<file path="config.mk">
export PLATFORM = sky130hd
export DESIGN_NAME = nibreg_decoder
export DESIGN_NICKNAME = d
export VERILOG_FILES = /design/src/rtl/nibreg_pkg.sv /design/src/rtl/nibreg_cmd_dec.sv /design/src/rtl/nibreg_addr_ctl.sv /design/src/rtl/nibreg_regfile.sv /design/src/rtl/nibreg_resp.sv /design/src/rtl/nibreg_decoder.sv
export SDC_FILE = /design/constraint.sdc
export NUM_CORES = 1
export LEC_CHECK = 0
export BUFFER_PORTS_ARGS = -buffer_cell sky130_fd_sc_hd__clkbuf_2
export CORE_UTILIZATION = 45
export CTS_BUF_LIST = sky130_fd_sc_hd__clkbuf_4 sky130_fd_sc_hd__clkbuf_8 sky130_fd_sc_hd__clkbuf_16
export CTS_CLUSTER_DIAMETER = 60
export DETAILED_ROUTE_END_ITERATION = 7
export HOLD_SLACK_MARGIN = 0.08
export MAX_ROUTING_LAYER = met4
export PLACE_DENSITY = 0.61
export SETUP_SLACK_MARGIN = 0.05
export SLEW_MARGIN = 20
export SYNTH_ARGS = -nofsm -noshare
export SYNTH_HDL_FRONTEND = slang
export SYNTH_SLANG_ARGS = --single-unit
export TNS_END_PERCENT = 100
</file>
<file path="constraint.sdc">
create_clock -name clk -period 3.27 [get_ports clk]
set_clock_uncertainty 0.05 [all_clocks]
set_input_delay 0.654 -clock clk [delete_from_list [all_inputs] [get_ports clk]]
set_output_delay 0.654 -clock clk [all_outputs]
set_load 0.05 [all_outputs]
</file>
<file path="src/rtl/nibreg_pkg.sv">
package nibreg_pkg;

    localparam int NIB_W  = 4;
    localparam int BYTE_W = 2 * NIB_W;

    typedef enum logic [NIB_W-1:0] {
        OP_ADDR_LO = 4'h4,
        OP_ADDR_HI = 4'h5,
        OP_DATA_LO = 4'h6,
        OP_DATA_WR = 4'h7,
        OP_READ    = 4'h8
    } op_e;

    typedef struct packed {
        logic             set_alo;
        logic             set_ahi;
        logic             set_dlo;
        logic             do_wr;
        logic             do_rd;
        logic             rd_next;
        logic [NIB_W-1:0] nib;
    } cmd_t;

    function automatic cmd_t decode_byte(input logic fire, input logic [BYTE_W-1:0] b);
        cmd_t c;
        c         = '0;
        c.nib     = b[NIB_W-1:0];
        if (fire) begin
            case (b[BYTE_W-1:NIB_W])
                OP_ADDR_LO: c.set_alo = 1'b1;
                OP_ADDR_HI: c.set_ahi = 1'b1;
                OP_DATA_LO: c.set_dlo = 1'b1;
                OP_DATA_WR: c.do_wr   = 1'b1;
                OP_READ: begin
                    c.do_rd   = 1'b1;
                    c.rd_next = b[0];
                end
                default: ;
            endcase
        end
        return c;
    endfunction

    function automatic logic is_known_op(input logic [NIB_W-1:0] op);
        return (op >= OP_ADDR_LO) && (op <= OP_READ);
    endfunction

endpackage

</file>
<file path="src/rtl/nibreg_cmd_dec.sv">
module nibreg_cmd_dec
    import nibreg_pkg::*;
(
    input  logic              fire,
    input  logic [BYTE_W-1:0] byte_in,
    output cmd_t              cmd
);
    always_comb cmd = decode_byte(fire, byte_in);
endmodule

</file>
<file path="src/rtl/nibreg_addr_ctl.sv">
module nibreg_addr_ctl
    import nibreg_pkg::*;
(
    input  logic              clk,
    input  logic              rst,
    input  cmd_t              cmd,
    output logic [BYTE_W-1:0] cur_addr,
    output logic              wr_req,
    output logic [BYTE_W-1:0] wr_val
);
    logic [NIB_W-1:0] dlo_q;

    assign wr_req = cmd.do_wr;
    assign wr_val = {cmd.nib, dlo_q};

    always_ff @(posedge clk) begin
        if (rst) begin
            cur_addr <= '0;
            dlo_q    <= '0;
        end else begin
            if (cmd.set_alo) cur_addr[NIB_W-1:0]      <= cmd.nib;
            if (cmd.set_ahi) cur_addr[BYTE_W-1:NIB_W] <= cmd.nib;
            if (cmd.set_dlo) dlo_q                    <= cmd.nib;
            if (cmd.do_wr || (cmd.do_rd && cmd.rd_next))
                cur_addr <= cur_addr + 1'b1;
        end
    end
endmodule

</file>
<file path="src/rtl/nibreg_regfile.sv">
module nibreg_regfile
    import nibreg_pkg::*;
#(
    parameter int NUM_REGS = 16
) (
    input  logic              clk,
    input  logic              rst,
    input  logic              we,
    input  logic [BYTE_W-1:0] waddr,
    input  logic [BYTE_W-1:0] wdata,
    input  logic [BYTE_W-1:0] raddr,
    output logic [BYTE_W-1:0] rdata
);
    logic [BYTE_W-1:0] q [NUM_REGS];

    for (genvar g = 0; g < NUM_REGS; g++) begin : g_reg
        always_ff @(posedge clk) begin
            if (rst)
                q[g] <= '0;
            else if (we && (waddr == BYTE_W'(g)))
                q[g] <= wdata;
        end
    end

    always_comb begin
        rdata = '0;
        for (int i = 0; i < NUM_REGS; i++)
            if (raddr == BYTE_W'(i)) rdata = q[i];
    end
endmodule

</file>
<file path="src/rtl/nibreg_resp.sv">
module nibreg_resp
    import nibreg_pkg::*;
(
    input  logic              clk,
    input  logic              rst,
    input  logic              load,
    input  logic [BYTE_W-1:0] load_data,
    input  logic              out_ready,
    output logic              out_valid,
    output logic [BYTE_W-1:0] out_data
);
    always_ff @(posedge clk) begin
        if (rst) begin
            out_valid <= 1'b0;
            out_data  <= '0;
        end else if (load) begin
            out_valid <= 1'b1;
            out_data  <= load_data;
        end else if (out_ready) begin
            out_valid <= 1'b0;
        end
    end
endmodule

</file>
<file path="src/rtl/nibreg_decoder.sv">
module nibreg_decoder
    import nibreg_pkg::*;
#(
    parameter int NUM_REGS = 16
) (
    input  logic              clk,
    input  logic              rst,
    input  logic              in_valid,
    input  logic [BYTE_W-1:0] in_data,
    output logic              in_ready,
    output logic              out_valid,
    output logic [BYTE_W-1:0] out_data,
    input  logic              out_ready,
    output logic              wr_stb,
    output logic [BYTE_W-1:0] wr_addr,
    output logic [BYTE_W-1:0] wr_data
);
    cmd_t              cmd;
    logic              fire;
    logic [BYTE_W-1:0] cur_addr;
    logic              wr_req;
    logic [BYTE_W-1:0] wr_val;
    logic [BYTE_W-1:0] rd_val;

    assign in_ready = !rst && !(out_valid && !out_ready);
    assign fire     = in_valid && in_ready;

    nibreg_cmd_dec u_dec (
        .fire    (fire),
        .byte_in (in_data),
        .cmd     (cmd)
    );

    nibreg_addr_ctl u_addr (
        .clk      (clk),
        .rst      (rst),
        .cmd      (cmd),
        .cur_addr (cur_addr),
        .wr_req   (wr_req),
        .wr_val   (wr_val)
    );

    nibreg_regfile #(.NUM_REGS(NUM_REGS)) u_rf (
        .clk   (clk),
        .rst   (rst),
        .we    (wr_req),
        .waddr (cur_addr),
        .wdata (wr_val),
        .raddr (cur_addr),
        .rdata (rd_val)
    );

    nibreg_resp u_resp (
        .clk       (clk),
        .rst       (rst),
        .load      (cmd.do_rd),
        .load_data (rd_val),
        .out_ready (out_ready),
        .out_valid (out_valid),
        .out_data  (out_data)
    );

    always_ff @(posedge clk) begin
        if (rst) begin
            wr_stb  <= 1'b0;
            wr_addr <= '0;
            wr_data <= '0;
        end else begin
            wr_stb <= wr_req;
            if (wr_req) begin
                wr_addr <= cur_addr;
                wr_data <= wr_val;
            end
        end
    end
endmodule

</file>
==> results.txt <==
Syn_area_per_cell - 10.4 um^2
Post-Layout Inst Area - 9100 um^2
Total congestion overflow - 0
Starting DRT DRC Count - 621
RePlAce Congestion - 0.962
RSZ-0062 raised after global routing - no
Clock share of power - 43.4%
Die W - 136 um
Max-slew violations - 0
Synthesized area - 8120 um^2
Total wire length - 24300 um
Seq cells post-synth - 166
H-tree lvl count - 4
Full die area - 18600 um^2
Drc violations - 1
HP Class - reg2reg
Max Cap Violations - 0
Multi-input logic area - 3170 um^2
Layout cells sized above 1 - 15.2%
Final Hold Vio Count - 0
DP Wirelength - 16300 um
Async SR Flop Fraction - 0%
Synth Instances - 784
Sw power - 0.00113 W
Core Area - 17500 um^2
Syn nets - 800
Cts bufs inserted - 17
Number of routed nets with antenna violations - 0
Setup TNS Final - 0 ns
Sequential-to-total area share from yosys stat - 56.7%
Worst endpoint data arrival time - 3.23 ns
ANT cells - 0
CP startpoint kind - register
Initial Util - 46.5%
Clock latency on the worst-skew pair - 0.44 ns
Combinational share of power - 5.1%
Initial antenna violation count - 0
Setup violators final - 0
Synth Flop Type - edfxtp_1
Leak pwr - 3.55 nW
FF+latch area - 4600 um^2
Root Driver - clkbuf_16
Worst hold slack - 0.405 ns
Largest net degree at the start of global routing - 55
TritonRoute pass-1 iters - 7
Post-synthesis cell type count - 65
Fmax - 335 MHz
Post-synth EDFFs - 128
Fillers - 1558
Crit-path max FO - 21
Flop pwr share - 51.5%
Vias - 6390
Setup bufs post-CTS - 0
Worst setup path start - u_addr.cur_addr[0]
Wire per inst - 23.4 um
Row cnt - 48
Worst setup EP type - register
P&R area growth vs syn - 12.1%
Failing checks - DRC
Crit Path Category - reg2reg
Synth Warn # - 0
Critical Path RT - 3.52 ns
TritonCTS clock tree - done
Vias per inst - 6.17
CTS Sinks - 166
Worst hold path startpoint - wr_addr[3]
Least-Margin Pin Slew - 1.10 ns
Switching share of power - 24.6%
Clk pin slew, worst setup/hold paths - 0.07 ns
Die Span Y - 136 um
Min Tclk post-route - 2.99 ns
Peak VDD IR - 0.364 mV
Worst slew margin - 26.6%
Port bufs - 38
Total track usage - 28.3%
Status - finished with violations
Fin crit share - 91.4%
Cell Pwr Density - 502 nW/um^2
Cell Area, Placed - 8510 um^2
First-pass GRT wire length - 36900 um
Nets - 813
Io pins - 39
RR Startpoint - u_addr.cur_addr[0]
Vias in the first global route - 5907
Internal - 0.00344 W
Clk buf depth - 2
through the flow:
stage               total power, W  instances  util (%)  setup WS (ns)
floorplan                  0.00252        784         -          0.673
global placement           0.00262       1003      48.7          0.194
detailed placement         0.00262       1003      48.7          0.144
CTS                        0.00458       1035      52.0          0.104
global route               0.00467       1035      52.1         0.0912
finish                     0.00456       1035      52.1          0.283
final timing paths:
kind | end | slack (ns) | cells after the start
worst max-delay path | u_resp.out_data[2] | 0.28 | 9
worst min-delay path | wr_addr[3] | 0.41 | 2
worst max register to register | u_resp.out_data[2] | 0.28 | 9
worst min register to register | wr_addr[3] | 0.41 | 2
layout by cell type, fill, tap and decap left out, types with 5 or more instances in the layout:
cell type,Yosys,final
a21oi_1,63,63
or2_2,8,8
o32ai_1,6,6
o22ai_1,8,8
nand2_1,78,78
clkbuf_16,0,18
a22oi_1,10,10
and3_1,88,88
a211oi_1,8,8
dfxtp_1,38,38
nor3_1,15,15
edfxtp_1,128,128
a21o_1,12,12
nor2b_1,9,9
inv_1,16,16
mux2i_1,5,5
buf_4,1,26
nand3_1,18,18
o21ai_0,27,27
o221ai_1,6,6
nand3b_1,5,5
clkbuf_2,2,38
and2_1,47,47
nand2b_1,9,9
inv_6,0,7
a221oi_1,5,5
nor2_1,39,39
area by class of cell:
class                           count  area share (%)
Multi-Input combinational cell    530            34.8
Inverter                           17           0.701
Clock buffer                       18            4.95
Sequential cell                   166            50.6
Clock inverter                     14            1.36
Timing Repair Buffer               65            4.46
Tap cell                          225            3.09
power groups by stage:
| stage | clock network, W | registers [W] | logic [W] |
|---|---|---|---|
| CTS | 0.00200 | 0.00235 | 0.000230 |
| global placement | 0 | 0.00239 | 0.000226 |
| finish | 0.00198 | 0.00235 | 0.000233 |
| detailed placement | 0 | 0.00240 | 0.000229 |
| floorplan | 0 | 0.00238 | 0.000140 |
| global route | 0.00207 | 0.00235 | 0.000251 |
registers in the layout, summed over array words and instances (netlist names):
register	flops
wr_stb	1
wr_addr	8
u_resp.out_data	8
u_rf.q	128
u_resp.out_valid	1
u_addr.cur_addr	8
u_addr.dlo_q	4
wr_data	8
routing by layer:
metal / global-route usage [%] / vias up / wire [um]
met5: - / - / 0
met4: 9.63 / 0 / 522
met3: 4.40 / 36 / 1880
met2: 41.9 / 296 / 11200
met1: 39.5 / 3149 / 10600
li1: - / 2909 / -
cell usage after synthesis (3+ instances only):
master,number,share of area (%)
nand2b_1,9,0.69
mux2i_1,5,0.62
a221oi_1,5,0.54
edfxtp_1,128,47
o31ai_1,4,0.37
a21oi_1,63,3.9
nor4_1,4,0.31
nand2_1,78,3.6
o22ai_1,8,0.62
clkbuf_1,51,2.4
a22o_1,3,0.32
dfxtp_1,38,9.4
nor2b_1,9,0.69
buf_1,6,0.28
a21o_1,12,1.1
nor3b_1,3,0.28
and2_1,47,3.6
and3_1,88,6.8
inv_1,16,0.74
o211ai_1,3,0.28
a22oi_1,10,0.92
a2111oi_0,3,0.32
buf_2,9,0.55
o221ai_1,6,0.65
nand3_1,18,1.1
o21ai_0,27,1.7
o32ai_1,6,0.65
nor3_1,15,0.92
or2_2,8,0.62
nor2_1,39,1.8
a211oi_1,8,0.74
nand3b_1,5,0.46
ha_1,4,0.62
worst max-delay path, cell delays in order, from the launching register on:
cell	delay (ns)
dfxtp_1	0.50
inv_1	0.13
ha_1	0.56
buf_4	0.33
nand2_1	0.06
o21ai_0	0.08
a22oi_1	0.20
o221ai_1	0.26
a2111oi_1	0.57
nor4_1	0.09
cells by family after synthesis:
logic type / Yosys count / synth area share, %
buf+inv: 88 / 4.47
flops: 166 / 56.7
mux: 6 / 0.755
fa+ha+maj: 4 / 0.616
compound gates: 180 / 14.5
simple gates: 340 / 22.9
what timing repair did:
item	4_1_cts	5_1_grt
resized for setup	0	2
hold buffers	0	0
setup endpoints to repair	0	1
Note: power is estimated with default switching activity, not from simulation.
